<file path="config.mk">
export PLATFORM = sky130hd
export DESIGN_NAME = uart_sleep_wake
export DESIGN_NICKNAME = d
export VERILOG_FILES = /design/src/rtl/uart_sleep_wake.sv
export SDC_FILE = /design/constraint.sdc
export NUM_CORES = 1
export LEC_CHECK = 0
export ABC_AREA = 1
export BUFFER_PORTS_ARGS = -buffer_cell sky130_fd_sc_hd__buf_2
export CORE_AREA = 2 2 39 41
export CTS_CLUSTER_SIZE = 30
export DETAILED_ROUTE_END_ITERATION = 10
export DIE_AREA = 0 0 41 43
export SYNTH_ARGS = -nofsm -noshare
export SYNTH_HDL_FRONTEND = slang
export SYNTH_SLANG_ARGS = --single-unit
</file>
<file path="constraint.sdc">
create_clock -name clk -period 1 [get_ports clk]
set_input_delay 0.2 -clock clk [delete_from_list [all_inputs] [get_ports clk]]
set_output_delay 0.2 -clock clk [all_outputs]
set_load 0.05 [all_outputs]
</file>
<file path="src/rtl/uart_sleep_wake.sv">
module uart_sleep_wake #(
  parameter int SYNC_STAGES = 2
) (
  input  logic clk,
  input  logic rst_n,
  input  logic sleep_req,
  input  logic rx_pin,
  input  logic edge_mode,
  input  logic host_wake,
  output logic asleep,
  output logic wake_pulse
);

  logic [SYNC_STAGES-1:0] rx_chain;
  logic rx_now;
  logic rx_prev;
  logic armed;
  logic rx_wake;
  logic do_wake;
  logic do_enter;

  always_ff @(posedge clk) begin
    if (!rst_n) rx_chain <= '1;
    else        rx_chain <= {rx_chain[SYNC_STAGES-2:0], rx_pin};
  end

  assign rx_now   = rx_chain[SYNC_STAGES-1];
  assign rx_wake  = edge_mode ? (rx_now != rx_prev) : !rx_now;
  assign do_wake  = asleep && (host_wake || rx_wake);
  assign do_enter = !asleep && armed && sleep_req && !host_wake && (edge_mode || rx_now);

  always_ff @(posedge clk) begin
    if (!rst_n) begin
      asleep     <= 1'b0;
      wake_pulse <= 1'b0;
      armed      <= 1'b1;
      rx_prev    <= 1'b1;
    end else begin
      rx_prev    <= rx_now;
      wake_pulse <= do_wake;
      if (do_wake || (asleep && !sleep_req)) asleep <= 1'b0;
      else if (do_enter)                     asleep <= 1'b1;
      if (!sleep_req)    armed <= 1'b1;
      else if (do_enter) armed <= 1'b0;
    end
  end

  assert_level_inhibit_R4: assert property (@(posedge clk) disable iff (!rst_n)
    (!asleep && !edge_mode && !rx_now) |=> !asleep);

  assert_level_wake_R3: assert property (@(posedge clk) disable iff (!rst_n)
    (asleep && !edge_mode && !rx_now) |=> (!asleep && wake_pulse));

  assert_host_wake_R5: assert property (@(posedge clk) disable iff (!rst_n)
    (asleep && host_wake) |=> (!asleep && wake_pulse));

  assert_no_reentry_R6: assert property (@(posedge clk) disable iff (!rst_n)
    (wake_pulse && sleep_req) |=> !asleep);

  assert_pulse_single_R11: assert property (@(posedge clk) disable iff (!rst_n)
    wake_pulse |=> !wake_pulse);

  assert_pulse_on_exit_R11: assert property (@(posedge clk) disable iff (!rst_n)
    wake_pulse |-> ($past(asleep) && !asleep));

  assert_drop_exit_R10: assert property (@(posedge clk) disable iff (!rst_n)
    (asleep && !sleep_req && !host_wake && !rx_wake) |=> (!asleep && !wake_pulse));

endmodule

</file>
==> run summary, run 1 <==
Gate power share: 0.115
Total die area: 0.00176 sq mm
Die X: 41 um
DRC Markers: 0
Core area: 0.00138 sq mm
Post CTS Setup Buffer Count: 0
IO Count: 8
H-tree Lvls: 1
Sw Ratio: 0.232
Hold path cells: 2
Via density: 3.48
Initial DRT Pass Iterations: 1
Worst-path cell chain: buf_6
Biggest area consumer among synthesized cells: dfxtp_1
Crit-path leading delay family: flip-flops
WHS Endpoint: rx_chain[0]
Leakage power: 0.180 nW
Final worst-path cycle share: 0.946
Max Buffers Root-to-Sink: 2
Final Wtd Congestion: 0.657
Final hold viol count: 0
CTS buffer count: 3
WL/cell: 7.09 um
R2R cell count: 5
Syn Area/Cell: 7.43 sq um
Starting Density: 0.172
CP Class: register to output pin
Synth warn: 0
VDD IR max: 628 uV
Setup Viol. Count Final: 0
DR vias: 202
PortBufs: 7
Routed WL: 411 um
Number of fill cells: 161
Final Core Density: 0.235
Syn_nets: 38
Hold Path Class: input port to register
Worst reg2reg startpoint: rx_chain[1]
WP data arrival: 0.75 ns
Gr usage total: 0.0584
Power Density: 1650 mW/mm^2
Int Pwr: 412 uW
First-pass GRT wire length: 641 um
GRT overflow: 0
Final nets: 50
# hold bufs at CTS: 0
Net switching power: 125 uW
Antenna Nets Post-Route: 0
RSZ-0062 raised after global routing: false
Crit Path Max Fanout: 3
Slowest Stage Delay on Critical Path: 0.35 ns
Worst Clk Skew: 0.00188 ns
Share of cells above drive strength 1: 0.429
CTS resizes: 2
Cell Area, Synth: 238 sq um
Antenna violations before repair: 0
Fin Hold WS: 0.142 ns
Max Freq: 1060 MHz
Antenna diode instance count: 0
Register area share after synthesis: 0.505
Setup TNS: 0 ns
Worst reg2reg path endpoint: asleep
Flop-to-flop setup slack: 0.20 ns
Status: completed
Synth cell types: 12
CP Capture Type: output pin
HP Start: rx_pin
Clk slew on worst S/H paths: 0.04 ns
Worst Setup Start Kind: register
TritonCTS clock tree: built
Clock network power share: 0.407
Std-Cell Rows: 14
Synth area leaders: dfxtp_1 51%, nand2_1 13%, inv_1 7.9%
Synthesized instance count: 32
Final Critical Period: 0.946 ns
Max-Slew Margin vs Limit: 0.887
Flops & latches, synth: 6
Required time worst endpoint: 0.80 ns
Maxcap violations: 0
Slew @ Worst Pin: 0.168 ns
Seq pwr share: 0.478
DR iter-0 viols: 0
Number of global-route vias before repair: 182
Buffers & Inverters on Critical Path: 1
Clk_lat worst skew: 0.24 ns
Chip height: 43 um
Largest net degree at the start of global routing: 4
Clk sinks: 6
Share of the synthesized area in the top cell type: 0.505
Slew Limit Fails: 0
P&R area growth vs syn: 36.8%
Root Buffer: clkbuf_4
Crit-path slowest cell: dfxtp_2
Half-perimeter wire length after placement: 340 um
## synth_stat cells
library cell	n
a21oi_1	1
dfxtp_1	6
inv_1	5
inv_2	2
nand2_1	8
nand2_2	1
nand3_1	1
nand3_2	1
nor2_1	3
nor2_2	1
nor3_1	1
or2_2	2
## cells by family after synthesis
logic type             after synthesis  synth area share
AOI/OAI and AO/OA                    1            0.0210
buffers and inverters                7             0.111
DFF                                  6             0.505
and+or+nand+nor                     18             0.363
## worst max path at each step
stage / startpoint / endpoint / slack (ns) / cells after the start
global route: asleep / asleep / 0.02 / 1
floorplan: asleep / asleep / 0.13 / 5
finish: asleep / asleep / 0.05 / 1
global placement: edge_mode / asleep / 0.21 / 6
detailed placement: edge_mode / asleep / 0.21 / 6
CTS: asleep / asleep / 0.009 / 1
## cell type report
| class | count | area [sq um] | area share |
|---|---|---|---|
| repair buffers | 7 | 43.8 | 0.135 |
| well taps | 16 | 20.0 | 0.0615 |
| clock buffers | 3 | 22.5 | 0.0692 |
| multi-input cells | 19 | 91.3 | 0.281 |
| inverters | 7 | 26.3 | 0.0808 |
| flip-flops and latches | 6 | 121 | 0.373 |
## layer usage
metal / share of wire / GRT usage / vias to the layer above / routed length, um
met5: 0 / 0 / - / 0
met2: 0.45 / 0.0594 / 6 / 184
met1: 0.46 / 0.0714 / 83 / 188
met4: 0 / 0.0800 / 0 / 0
met3: 0.092 / 0.0262 / 0 / 38
li1: - / - / 113 / -
## sequential cells by signal, indices dropped and copies added (netlist names)
signal,cells
armed,1
asleep,1
rx_chain,2
rx_prev,1
wake_pulse,1
## power by group through the flow
| stage | combinational [mW] | sequential [mW] | clock [mW] |
|---|---|---|---|
| final | 0.0617 | 0.256 | 0.219 |
| after global routing | 0.0690 | 0.257 | 0.238 |
| after CTS | 0.0615 | 0.256 | 0.233 |
| after detailed placement | 0.0595 | 0.260 | 0 |
| after global placement | 0.0594 | 0.260 | 0 |
| after floorplan | 0.0290 | 0.270 | 0 |
## placed cells by master, fill, tap and decap left out
| cell | netlist | layout |
|---|---|---|
| a21oi_1 | 1 | 1 |
| nor3_1 | 1 | 1 |
| inv_2 | 2 | 2 |
| nand3_1 | 1 | 1 |
| clkbuf_4 | 0 | 3 |
| buf_6 | 0 | 1 |
| nand3_2 | 1 | 1 |
| nand2_2 | 1 | 1 |
| inv_1 | 5 | 5 |
| buf_2 | 0 | 5 |
| nor2_1 | 3 | 3 |
| dfxtp_1 | 6 | 5 |
| or2_2 | 2 | 2 |
| buf_4 | 0 | 1 |
| nor2_2 | 1 | 1 |
| nand2_1 | 8 | 8 |
| dfxtp_2 | 0 | 1 |
## through the flow
step                worst slack, ns  cell area, sq um  total power [mW]  cells
floorplan                     0.130               239             0.299     32
global placement              0.207               294             0.319     55
global route                 0.0182               325             0.564     58
finish                       0.0541               325             0.537     58
CTS                         0.00904               322             0.550     58
detailed placement            0.205               294             0.320     55
Power figures use the tool's default switching activity.
==> run 2: changes to the inputs <==
clock period = 1.1 ns   (was 1 ns; I/O delays follow)
==> run 2 against run 1 <==
Worst hold slack gained 0.023 ns. Largest cell class unchanged. Sequential power shrank 9.4%. Clock-buffer cell count is the same. Clock skew shrank 0.00091 ns. Sequential cell count is the same.
==> run summary, run 2 (synthesis gave the netlist of run 1 again) <==
P&R area growth vs syn: 33.7%
Clk_lat worst skew: 0.24 ns
Post-Layout Cell Count: 58
Required time worst endpoint: 0.88 ns
R2R cell count: 5
Final Wtd Congestion: 0.664
Worst Setup Slack, final: 0.0482 ns
CP Depth: 1
Leakage power: 0.179 nW
CP Capture Type: output pin
Die X: 41 um
TritonCTS clock tree: built
Power Density: 1520 mW/mm^2
Final worst-path cycle share: 0.956
PortBufs: 7
DR vias: 210
DR iter-0 viols: 3
Final Critical Period: 1.05 ns
Worst Clk Skew: 0.000968 ns
WL/cell: 6.93 um
Half-perimeter wire length after placement: 334 um
VDD IR max: 420 uV
Slew @ Worst Pin: 0.248 ns
Final Core Density: 0.230
Setup TNS: 0 ns
Initial DRT Pass Iterations: 4
Starting Density: 0.172
Clk slew on worst S/H paths: 0.04 ns
Slew Limit Fails: 0
Most frequent cells in the layout: 8 x nand2_1, 6 x dfxtp_1, 6 x buf_2
Hold path cells: 2
Max Buffers Root-to-Sink: 2
CTS buffer count: 3
Worst-path cell chain: clkbuf_4
Core area: 0.00138 sq mm
Number of global-route vias before repair: 194
Max Freq: 951 MHz
CP Class: register to output pin
Slowest Stage Delay on Critical Path: 0.35 ns
Setup Viol. Count Final: 0
Worst Setup Start Kind: register
Share of cells above drive strength 1: 0.405
Max-Slew Margin vs Limit: 0.836
Crit-path leading delay family: flip-flops
Reg with most FFs: rx_chain
Buffers & Inverters on Critical Path: 1
Maxcap violations: 0
Final hold viol count: 0
RSZ-0062 raised after global routing: false
Hold Path Class: input port to register
Chip height: 43 um
Antenna diode instance count: 0
Post CTS Setup Buffer Count: 0
H-tree Lvls: 1
Final nets: 50
GRT overflow: 0
Routed WL: 402 um
DRC Markers: 0
Max reg flops: 2
First-pass GRT wire length: 662 um
Sequential Area: 120 sq um
Root Buffer: clkbuf_4
Number of fill cells: 160
IO Count: 8
Most common cell after layout, fill and taps aside: nand2_1
Antenna Nets Post-Route: 0
Via density: 3.62
Area of the multi-input gates: 91.3 sq um
Crit-path slowest cell: dfxtp_1
WP data arrival: 0.83 ns
Pre-CTS WS: 0.269 ns
Total die area: 0.00176 sq mm
Clk sinks: 6
Crit Path Max Fanout: 3
Antenna violations before repair: 0
Gr usage total: 0.0594
Largest net degree at the start of global routing: 4
Power Total: 484 uW
Status: completed
Post-Place Cells: 55
Std-Cell Rows: 14
==> run 2: cell count changes in the layout (fill, tap and decap cells not counted), sizes merged <==
cell / delta
clkbuf: +1
buf: -1
==> run 2: report_power, final <==
part | internal, mW | leakage [nW] | switching, mW
Combinational | 0.0219 | 0.115 | 0.0322
Sequential | 0.227 | 0.0493 | 0.00472
Clock | 0.123 | 0.0138 | 0.0750
Total | 0.372 | 0.179 | 0.112
==> run 2: final cells by class <==
class,instances,share of cell area
sequential,6,0.378
multi-input combinational,19,0.287
timing repair buffer,7,0.118
inverter,7,0.0827
clock buffer,3,0.0709
tap,16,0.0630
==> run 2: worst paths after layout <==
kind              slack, ns          end         from
setup / recovery       0.05       asleep       asleep
hold / removal         0.17  rx_chain[0]       rx_pin
setup reg to reg       0.32       asleep  rx_chain[1]
hold reg to reg        0.41  rx_chain[1]  rx_chain[0]
==> run 2: routing by layer <==
metal	GRT usage	part of all wire
met3	0.0209	0.11
met2	0.0688	0.43
met1	0.0682	0.42
met5	0	0
met4	0.0800	0.032
==> run 2: stage by stage <==
step	hold slack (ns)	area, sq um
4_1_cts	0.164	315
6_report	0.165	318
2_1_floorplan	0.289	238
3_3_place_gp	0.395	293
3_5_place_dp	0.406	293
5_1_grt	0.168	318
==> run 2: timing repair <==
| item | CTS | global route |
|---|---|---|
| hold buffers | 0 | 0 |
| hold endpoints to repair | 0 | 0 |
| setup endpoints to repair | 0 | 1 |
| resized for setup | 0 | 1 |
==> run 3: changes to the inputs <==
--- a/constraint.sdc
+++ b/constraint.sdc
@@ -3,2 +3,2 @@
 set_output_delay 0.22 -clock clk [all_outputs]
-set_load 0.05 [all_outputs]
+set_load 0.01 [all_outputs]
==> run 3 against run 2 <==
Die area stayed put. First-iteration DRC count did not move. Worst setup slack better by 0.089 ns. Sequential cell count is the same. Clock skew barely moved. Core utilization is 0.18 points lower. Critical path depth stayed put. Maximum frequency is 9.3% higher. Total power fell by 1.8%. Sequential share of layout area rose by 0.30 points. Non-clock buffer count is the same. Critical path type unchanged. Largest power group unchanged. Highest routed layer is now met3.
==> run summary, run 3 (synthesis gave the netlist of run 1 again) <==
Worst reg2reg path endpoint: asleep
Most frequent cells in the layout: 8 x nand2_1, 7 x buf_2, 6 x dfxtp_1
WHS Endpoint: rx_chain[0]
Flop-to-flop setup slack: 0.31 ns
Root Buffer: clkbuf_4
# hold bufs at CTS: 0
Initial DRT Pass Iterations: 2
Worst-path cell chain: buf_2
Fin Hold WS: 0.163 ns
PortBufs: 7
Sequential Area: 120 sq um
Slew Limit Fails: 0
Clk_lat worst skew: 0.24 ns
CP Class: register to output pin
Share of cells above drive strength 1: 0.405
Clk sinks: 6
DRC Markers: 0
Crit-path slowest cell: dfxtp_1
CP Capture Type: output pin
HP Start: rx_pin
VDD IR max: 518 uV
Hold path cells: 2
First-pass GRT wire length: 717 um
Max-Slew Margin vs Limit: 0.903
Number of fill cells: 154
Clk slew on worst S/H paths: 0.04 ns
Post-Layout Cell Count: 58
CTS resizes: 0
Antenna Nets Post-Route: 0
Via density: 3.48
Slowest Stage Delay on Critical Path: 0.36 ns
Setup Viol. Count Final: 0
Status: completed
Final Wtd Congestion: 0.686
Post CTS Setup Buffer Count: 0
Antenna diode instance count: 0
Power Density: 1510 mW/mm^2
Critical path origin: asleep
Setup TNS: 0 ns
Final Critical Period: 0.962 ns
Chip height: 43 um
Leakage power: 0.179 nW
Max Freq: 1040 MHz
Max Buffers Root-to-Sink: 2
H-tree Lvls: 1
Largest net degree at the start of global routing: 4
Antenna violations before repair: 0
Total die area: 0.00176 sq mm
Worst reg2reg startpoint: rx_chain[1]
GRT overflow: 0
Worst Setup Slack, final: 0.138 ns
Final nets: 50
Max reg flops: 2
DR vias: 202
Post-Place Cells: 55
WP data arrival: 0.74 ns
Starting Density: 0.172
IO Count: 8
R2R cell count: 5
CTS buffer count: 3
Std-Cell Rows: 14
Routed WL: 402 um
Die X: 41 um
Area of the multi-input gates: 91.3 sq um
Hold Path Class: input port to register
Slew @ Worst Pin: 0.144 ns
Crit-path leading delay family: flip-flops
TritonCTS clock tree: built
Final Core Density: 0.228
Worst Clk Skew: 0.000769 ns
Reg with most FFs: rx_chain
DR iter-0 viols: 3
Required time worst endpoint: 0.88 ns
Gr usage total: 0.0665
Worst Setup Start Kind: register
Final worst-path cycle share: 0.875
Crit Path Max Fanout: 3
Final hold viol count: 0
Buffers & Inverters on Critical Path: 1
Core area: 0.00138 sq mm
Number of global-route vias before repair: 183
Half-perimeter wire length after placement: 312 um
Pre-CTS WS: 0.296 ns
WL/cell: 6.93 um
Maxcap violations: 0
Most common cell after layout, fill and taps aside: nand2_1
RSZ-0062 raised after global routing: false
P&R area growth vs syn: 32.6%
run 3: worst max path at each step:
| stage | to | slack (ns) | cells past startpoint |
|---|---|---|---|
| after floorplan | asleep | 0.33 | 5 |
| after global placement | asleep | 0.31 | 6 |
| after detailed placement | asleep | 0.30 | 6 |
| after CTS | asleep | 0.13 | 1 |
| after global routing | asleep | 0.1 | 1 |
| final | asleep | 0.14 | 1 |
run 3: cell type report:
| class | instances | area share |
|---|---|---|
| multi-input combinational | 19 | 0.290 |
| timing repair buffer | 7 | 0.111 |
| sequential | 6 | 0.381 |
| clock buffer | 3 | 0.0714 |
| tap | 16 | 0.0635 |
| inverter | 7 | 0.0833 |
run 3: metal layers:
| layer | global-route usage | part of all wire | up-vias |
|---|---|---|---|
| met5 | 0 | 0 | - |
| met4 | 0.0600 | 0 | 0 |
| met1 | 0.0782 | 0.46 | 80 |
| met3 | 0.0471 | 0.11 | 0 |
| met2 | 0.0750 | 0.43 | 9 |
| li1 | - | - | 113 |
run 3: through the flow:
step | instance area (sq um) | power, mW
6_report | 315 | 0.476
4_1_cts | 315 | 0.487
3_5_place_dp | 293 | 0.281
2_1_floorplan | 238 | 0.263
3_3_place_gp | 293 | 0.281
5_1_grt | 315 | 0.508
run 3: power breakdown:
part           total [mW]  internal (mW)  switching, mW
combinational      0.0445         0.0209         0.0236
sequential          0.232          0.227        0.00491
clock               0.199          0.123         0.0757
total               0.476          0.371          0.104
